--- src/rtl/lin_mode_ctrl.sv ---
module lin_mode_ctrl #(
  parameter int EN_CYC   = 20,
  parameter int DIS_CYC  = 20,
  parameter int WAKE_CYC = 70,
  parameter int STB_CYC  = 10
) (
  input  logic       clk,
  input  logic       rst_n,
  input  logic       por_ok,
  input  logic       bat_ok,
  input  logic       therm_hot,
  input  logic       en_pin,
  input  logic       txd_pin,
  input  logic       bus_dom,
  output logic [1:0] mode,
  output logic       tx_en,
  output logic       bus_drive,
  output logic       rxd_low,
  output logic       rxd_hiz,
  output logic       pullup_en,
  output logic       txd_pd_strong
);
  localparam int CW = $clog2(EN_CYC + DIS_CYC + WAKE_CYC + STB_CYC + 2);
  localparam logic [CW-1:0] EN_L   = CW'(EN_CYC - 1);
  localparam logic [CW-1:0] DIS_L  = CW'(DIS_CYC - 1);
  localparam logic [CW-1:0] WAKE_L = CW'(WAKE_CYC);
  localparam logic [CW-1:0] STB_L  = CW'(STB_CYC - 1);
  localparam logic [1:0] M_OFF = 2'd0, M_SLP = 2'd1, M_STB = 2'd2, M_NRM = 2'd3;

  logic [1:0] en_sy, txd_sy, bus_sy;
  logic en_s, txd_s, bus_s;
  logic [1:0] nxt;
  logic [CW-1:0] en_cnt, bus_cnt;
  logic armed, therm_arm, en_go, en_hit;

  always_ff @(posedge clk or negedge rst_n)
    if (!rst_n) begin
      en_sy <= '0; txd_sy <= 2'b11; bus_sy <= '0;
    end else begin
      en_sy  <= {en_sy[0], en_pin};
      txd_sy <= {txd_sy[0], txd_pin};
      bus_sy <= {bus_sy[0], bus_dom};
    end

  assign en_s  = en_sy[1];
  assign txd_s = txd_sy[1];
  assign bus_s = bus_sy[1];

  assign en_go  = (mode == M_SLP || mode == M_STB) ? en_s : (mode == M_NRM) ? !en_s : 1'b0;
  assign en_hit = en_go && (en_cnt >= ((mode == M_NRM) ? DIS_L : EN_L));

  always_comb begin
    nxt = mode;
    if (!por_ok) nxt = M_OFF;
    else case (mode)
      M_OFF: nxt = M_SLP;
      M_SLP: if (en_hit) nxt = M_NRM;
             else if (armed && bus_cnt >= STB_L) nxt = M_STB;
      M_STB: if (en_hit) nxt = M_NRM;
      default: if (en_hit) nxt = M_SLP;
    endcase
  end

  always_ff @(posedge clk or negedge rst_n)
    if (!rst_n) begin
      mode <= M_OFF; en_cnt <= '0; bus_cnt <= '0; armed <= 1'b0;
    end else begin
      mode <= nxt;
      if (nxt != mode || !en_go) en_cnt <= '0;
      else en_cnt <= en_cnt + 1'b1;
      if (nxt != mode || mode != M_SLP) begin
        bus_cnt <= '0; armed <= 1'b0;
      end else if (armed) bus_cnt <= bus_cnt + 1'b1;
      else if (bus_s) begin
        if (bus_cnt < WAKE_L) bus_cnt <= bus_cnt + 1'b1;
      end else begin
        bus_cnt <= '0;
        armed   <= (bus_cnt >= WAKE_L);
      end
    end

  always_ff @(posedge clk or negedge rst_n)
    if (!rst_n) therm_arm <= 1'b1;
    else if (therm_hot) therm_arm <= 1'b0;
    else if (txd_s) therm_arm <= 1'b1;

  assign tx_en         = (mode == M_NRM) && bat_ok && therm_arm;
  assign bus_drive     = tx_en && !txd_s;
  assign rxd_low       = ((mode == M_STB) && !en_s) || ((mode == M_NRM) && bus_s);
  assign rxd_hiz       = !rxd_low;
  assign pullup_en     = (mode == M_STB) || (mode == M_NRM);
  assign txd_pd_strong = (mode == M_STB) && !en_s;

  assert_unpowered_R1: assert property (@(posedge clk) disable iff (!rst_n)
    !por_ok |=> (mode == M_OFF && !pullup_en && rxd_hiz && !bus_drive));
  assert_sleep_idle_R2: assert property (@(posedge clk) disable iff (!rst_n)
    (mode == M_SLP) |-> (!pullup_en && rxd_hiz && !tx_en && !txd_pd_strong));
  assert_norm_entry_R3: assert property (@(posedge clk) disable iff (!rst_n)
    $rose(mode == M_NRM) |-> en_s);
  assert_drive_mode_R8: assert property (@(posedge clk) disable iff (!rst_n)
    bus_drive |-> (mode == M_NRM));
  assert_therm_off_R9: assert property (@(posedge clk) disable iff (!rst_n)
    therm_hot |=> !tx_en);
  assert_rearm_R9: assert property (@(posedge clk) disable iff (!rst_n)
    (!therm_arm && !txd_s) |=> !therm_arm);
  assert_bat_mode_R10: assert property (@(posedge clk) disable iff (!rst_n)
    (mode == M_NRM && !bat_ok && por_ok && en_s) |=> (mode == M_NRM));
endmodule

--- config.mk ---
export PLATFORM = sky130hd
export DESIGN_NAME = lin_mode_ctrl
export DESIGN_NICKNAME = d
export VERILOG_FILES = /design/src/rtl/lin_mode_ctrl.sv
export SDC_FILE = /design/constraint.sdc
export NUM_CORES = 1
export LEC_CHECK = 0
export CAP_MARGIN = 20
export CORE_AREA = 2 2 63 65
export DETAILED_ROUTE_END_ITERATION = 10
export DIE_AREA = 0 0 65 67
export GPL_ROUTABILITY_DRIVEN = 0
export PLACE_DENSITY = 0.68
export REMOVE_ABC_BUFFERS = 1
export SKIP_CTS_REPAIR_TIMING = 1
export SLEW_MARGIN = 40
export SYNTH_ARGS = -nofsm -noshare
export SYNTH_HDL_FRONTEND = slang
export SYNTH_SLANG_ARGS = --single-unit
export TNS_END_PERCENT = 50
--- constraint.sdc ---
create_clock -name clk -period 3.6 [get_ports clk]
set_clock_uncertainty 0.1 [all_clocks]
set_input_delay 0.72 -clock clk [delete_from_list [all_inputs] [get_ports clk]]
set_output_delay 0.72 -clock clk [all_outputs]
set_load 0.02 [all_outputs]
==> reports/results.md <==
| Item | Value |
| --- | --- |
| Mean routed wirelength per cell | 12.4 µm |
| Sequential cell area fraction in the yosys report | 42.9% |
| Number of placed I/O pins | 16 |
| Fin nets | 176 |
| Clock transition time at the flip-flop clock pins of the worst setup and hold paths | 0.08 ns |
| Antenna violations before repair | 0 |
| Master of the slowest instance on the critical path | sky130_fd_sc_hd__clkdlybuf4s50_1 |
| Cell repeated most along the worst path | sky130_fd_sc_hd__inv_1 |
| Effective utilization at floorplan | 39.1% |
| Synthesis-stage register bit count | 24 |
| Buffers & Inverters on Critical Path | 3 |
| Capture point of the worst path | rxd_hiz |
| Ratio of total power to cell area | 320 nW/µm² |
| Die height | 67 µm |
| P_leak | 0.000658 µW |
| Number of detailed-route iterations in the first pass | 4 |
| Number of H-tree levels | 1 |
| Count of filler cells inserted in the layout | 334 |
| Total number of yosys warnings | 0 |
| Number of different library cells in the post-synthesis netlist | 43 |
| Largest cells by area after synthesis | sky130_fd_sc_hd__dfrtp_1 (37%), sky130_fd_sc_hd__ha_1 (8.9%), sky130_fd_sc_hd__dfstp_2 (5.6%) |
| Clk Latency, worst-skew pair | 0.27 ns |
| Clock root buffer | sky130_fd_sc_hd__clkbuf_8 |
| Remaining Overflow, GRT | 0 |
| First-pass GRT wire length | 4590 µm |
| Mapped cell area | 1410 µm² |
| Number of buffers inserted by port buffering | 15 |
| Instance count on the critical path | 6 |
| Area added between synthesis and finish | 17.6% |
| Reg2Reg Launch Point | mode[0]$_DFF_PN0_ |
| Reg2Reg Setup Slack | 0.92 ns |
| Layout Cells excl Fill | 205 |
| Hold Violations, Final | 0 |
| Nature of the critical path startpoint | flip-flop |
| CP Data Required Time | 2.78 ns |
| RSZ-0062 raised after global routing | no |
| Worst-Margin Slew | 0.504 ns |
| DRT Wirelength | 2540 µm |
| Number of synthesized flops with an enable pin | 0 |
| Min cycle time layout | 2.98 ns |
| Util after Layout | 45.9% |
| Run status | completed |
| Maximum number of pins on one net before global-route repair | 24 |
| Cell count after synthesis | 140 |
| Class of the worst hold path | reg -> reg |
| Placed cell count | 201 |
| Syn_area_per_cell | 10.1 µm² |
| Leading cell type by number of instances after synthesis | sky130_fd_sc_hd__dfrtp_1 |
| Post-DR vias/cell | 5.30 |
| Worst IR Drop VDD | 0.000204 V |
| FP Rows | 22 |
| Max FO, Critical Path | 9 |
| Final instance area | 1660 µm² |
| Number of pins with negative max-slew slack in the final report | 0 |
| Critical path type | reg -> out |
| Family with the most delay on the worst path | buffers and inverters |
| Most frequently used flop master after synthesis | sky130_fd_sc_hd__dfrtp_1 |
| End of the worst register-to-register path | bus_cnt[0]$_DFFE_PN0P_ |
| Number of vias after detailed routing | 1086 |
| Synth cell count leaders | sky130_fd_sc_hd__dfrtp_1 (21), sky130_fd_sc_hd__ha_1 (10), sky130_fd_sc_hd__nor2_1 (10), sky130_fd_sc_hd__nor3_1 (10), sky130_fd_sc_hd__a21oi_1 (8) |
| Data arrival time of the critical path | 2.16 ns |
| Number of cell instances on the worst register-to-register path | 7 |
| Worst path max stage delay | 0.59 ns |
| Setup TNS | 0 ns |
| Largest area contributor in the netlist | sky130_fd_sc_hd__dfrtp_1 |
| Half-perimeter wire length of the detailed placement result | 1890 µm |
| Ratio of final minimum period to clock period | 82.7% |
| Fraction of final layout cells sized beyond drive strength 1 | 13.4% |
| Setup Viol. Count Final | 0 |
| Cells along the critical path | inv_1 -> ha_1 -> nor2b_1 -> a21o_1 -> inv_1 -> clkdlybuf4s50_1 |
| Clock buffers created by TritonCTS | 3 |
| Post-DRT Antenna Nets | 0 |
| DRC errors left | 0 |
| Area of the die | 4360 µm² |
| Horizontal die dimension | 65 µm |
| Fraction of registers with async set or reset after synthesis | 100% |
| Diode insertion count for antenna repair | 0 |
| Cell Area, Placed | 1600 µm² |
| Number of max-capacitance violations reported | 0 |
| TritonCTS clock tree | yes |
| Max Clock Freq | 0.336 GHz |
| Post-synth top area share | 37.3% |
| CTS Buffer Depth | 2 |
| Setup crit start | mode[0]$_DFF_PN0_ |
| Clock sink count | 24 |
| Overall routing resource usage | 13.4% |
| Via count of the first global-routing pass | 1039 |
| Violation count after the first detailed-routing iteration | 48 |
| Placeable core region | 3610 µm² |
| Endpoint type of the worst setup path | primary output |
| Relative slew slack | 66.4% |
-- routing by layer --
| layer | share of wire [%] | track usage [%] | up-vias |
|---|---|---|---|
| met2 | 50 | 23.3 | 15 |
| met3 | 2.3 | 2.20 | 4 |
| li1 | - | - | 545 |
| met1 | 46 | 16.3 | 522 |
| met4 | 1.2 | 5.85 | 0 |
| met5 | 0 | 0 | - |
-- registers in the layout (all words and copies together) (netlist names) --
register	cells
mode	2
therm_arm	1
txd_sy	2
armed	1
en_cnt	7
bus_sy	2
bus_cnt	7
en_sy	2
-- how the worst min path moves through the flow --
| stage | cells past startpoint | start | end | slack, ns |
|---|---|---|---|---|
| final | 0 | bus_sy[0]$_DFF_PN0_ | bus_sy[1]$_DFF_PN0_ | 0.25 |
| after detailed placement | 0 | bus_sy[0]$_DFF_PN0_ | bus_sy[1]$_DFF_PN0_ | 0.24 |
| after global placement | 0 | bus_sy[0]$_DFF_PN0_ | bus_sy[1]$_DFF_PN0_ | 0.23 |
| after CTS | 0 | bus_sy[0]$_DFF_PN0_ | bus_sy[1]$_DFF_PN0_ | 0.26 |
| after floorplan | 0 | bus_sy[0]$_DFF_PN0_ | bus_sy[1]$_DFF_PN0_ | 0.23 |
| after global routing | 0 | bus_sy[0]$_DFF_PN0_ | bus_sy[1]$_DFF_PN0_ | 0.26 |
-- kinds of logic (layout without fill, tap and decap cells) --
logic type	count (synthesis)	count (layout)	share of synthesized area [%]
XOR/XNOR	8	8	4.97
AO/OA/AOI/OAI	27	27	13.2
buffers and inverters	8	25	2.75
AND/OR/NAND/NOR	62	62	26.2
flip-flops	24	24	42.9
adder cells (fa/ha/maj)	10	10	8.88
multiplexers	1	1	1.07
-- final cells by class --
type / instances / area, µm² / share of cell area [%]
Inverter: 5 / 18.8 / 1.13
Timing Repair Buffer: 16 / 153 / 9.21
Tap cell: 48 / 60.1 / 3.63
Clock buffer: 4 / 55.1 / 3.32
Multi-Input combinational cell: 108 / 766 / 46.2
Sequential cell: 24 / 604 / 36.5
-- worst reg2reg max path: stages (launching register included) --
cell and delay [ns]:
sky130_fd_sc_hd__dfrtp_1 0.52, sky130_fd_sc_hd__inv_1 0.14, sky130_fd_sc_hd__ha_1 0.37, sky130_fd_sc_hd__nor3b_2 0.24
sky130_fd_sc_hd__a21oi_4 0.10, sky130_fd_sc_hd__a21oi_1 0.39, sky130_fd_sc_hd__mux2_4 0.44, sky130_fd_sc_hd__nor4_1 0.29
-- layout by cell type, fill, tap and decap left out, types with 2 or more instances in the layout --
cell type,count
sky130_fd_sc_hd__and3_1,2
sky130_fd_sc_hd__dfrtp_1,21
sky130_fd_sc_hd__ha_1,10
sky130_fd_sc_hd__xor2_1,6
sky130_fd_sc_hd__nor2_1,10
sky130_fd_sc_hd__dfstp_2,3
sky130_fd_sc_hd__nor2b_1,3
sky130_fd_sc_hd__nor4b_1,2
sky130_fd_sc_hd__o21ai_0,7
sky130_fd_sc_hd__clkbuf_8,4
sky130_fd_sc_hd__a21oi_1,8
sky130_fd_sc_hd__xnor2_1,2
sky130_fd_sc_hd__or3_1,2
sky130_fd_sc_hd__nand4_1,3
sky130_fd_sc_hd__nor4_2,4
sky130_fd_sc_hd__nand2_1,7
sky130_fd_sc_hd__clkdlybuf4s50_1,14
sky130_fd_sc_hd__inv_1,4
sky130_fd_sc_hd__nand2b_1,2
sky130_fd_sc_hd__nor4_1,5
sky130_fd_sc_hd__a21boi_1,2
sky130_fd_sc_hd__nor3_1,10
sky130_fd_sc_hd__nand3_1,5
-- power by group --
group	total [µW]	switching, µW	internal [µW]
Sequential	287	9.09	278
Combinational	60.4	35.1	25.3
Clock	183	85.7	97.7
-- metrics by stage --
stage               setup slack (ns)  hold slack (ns)  power (µW)
floorplan                       1.10            0.231         327
global placement               0.731            0.232         352
detailed placement             0.719            0.238         354
CTS                            0.589            0.257         539
global route                   0.486            0.261         559
finish                         0.623            0.255         531
(Power assumes the default switching activity.)
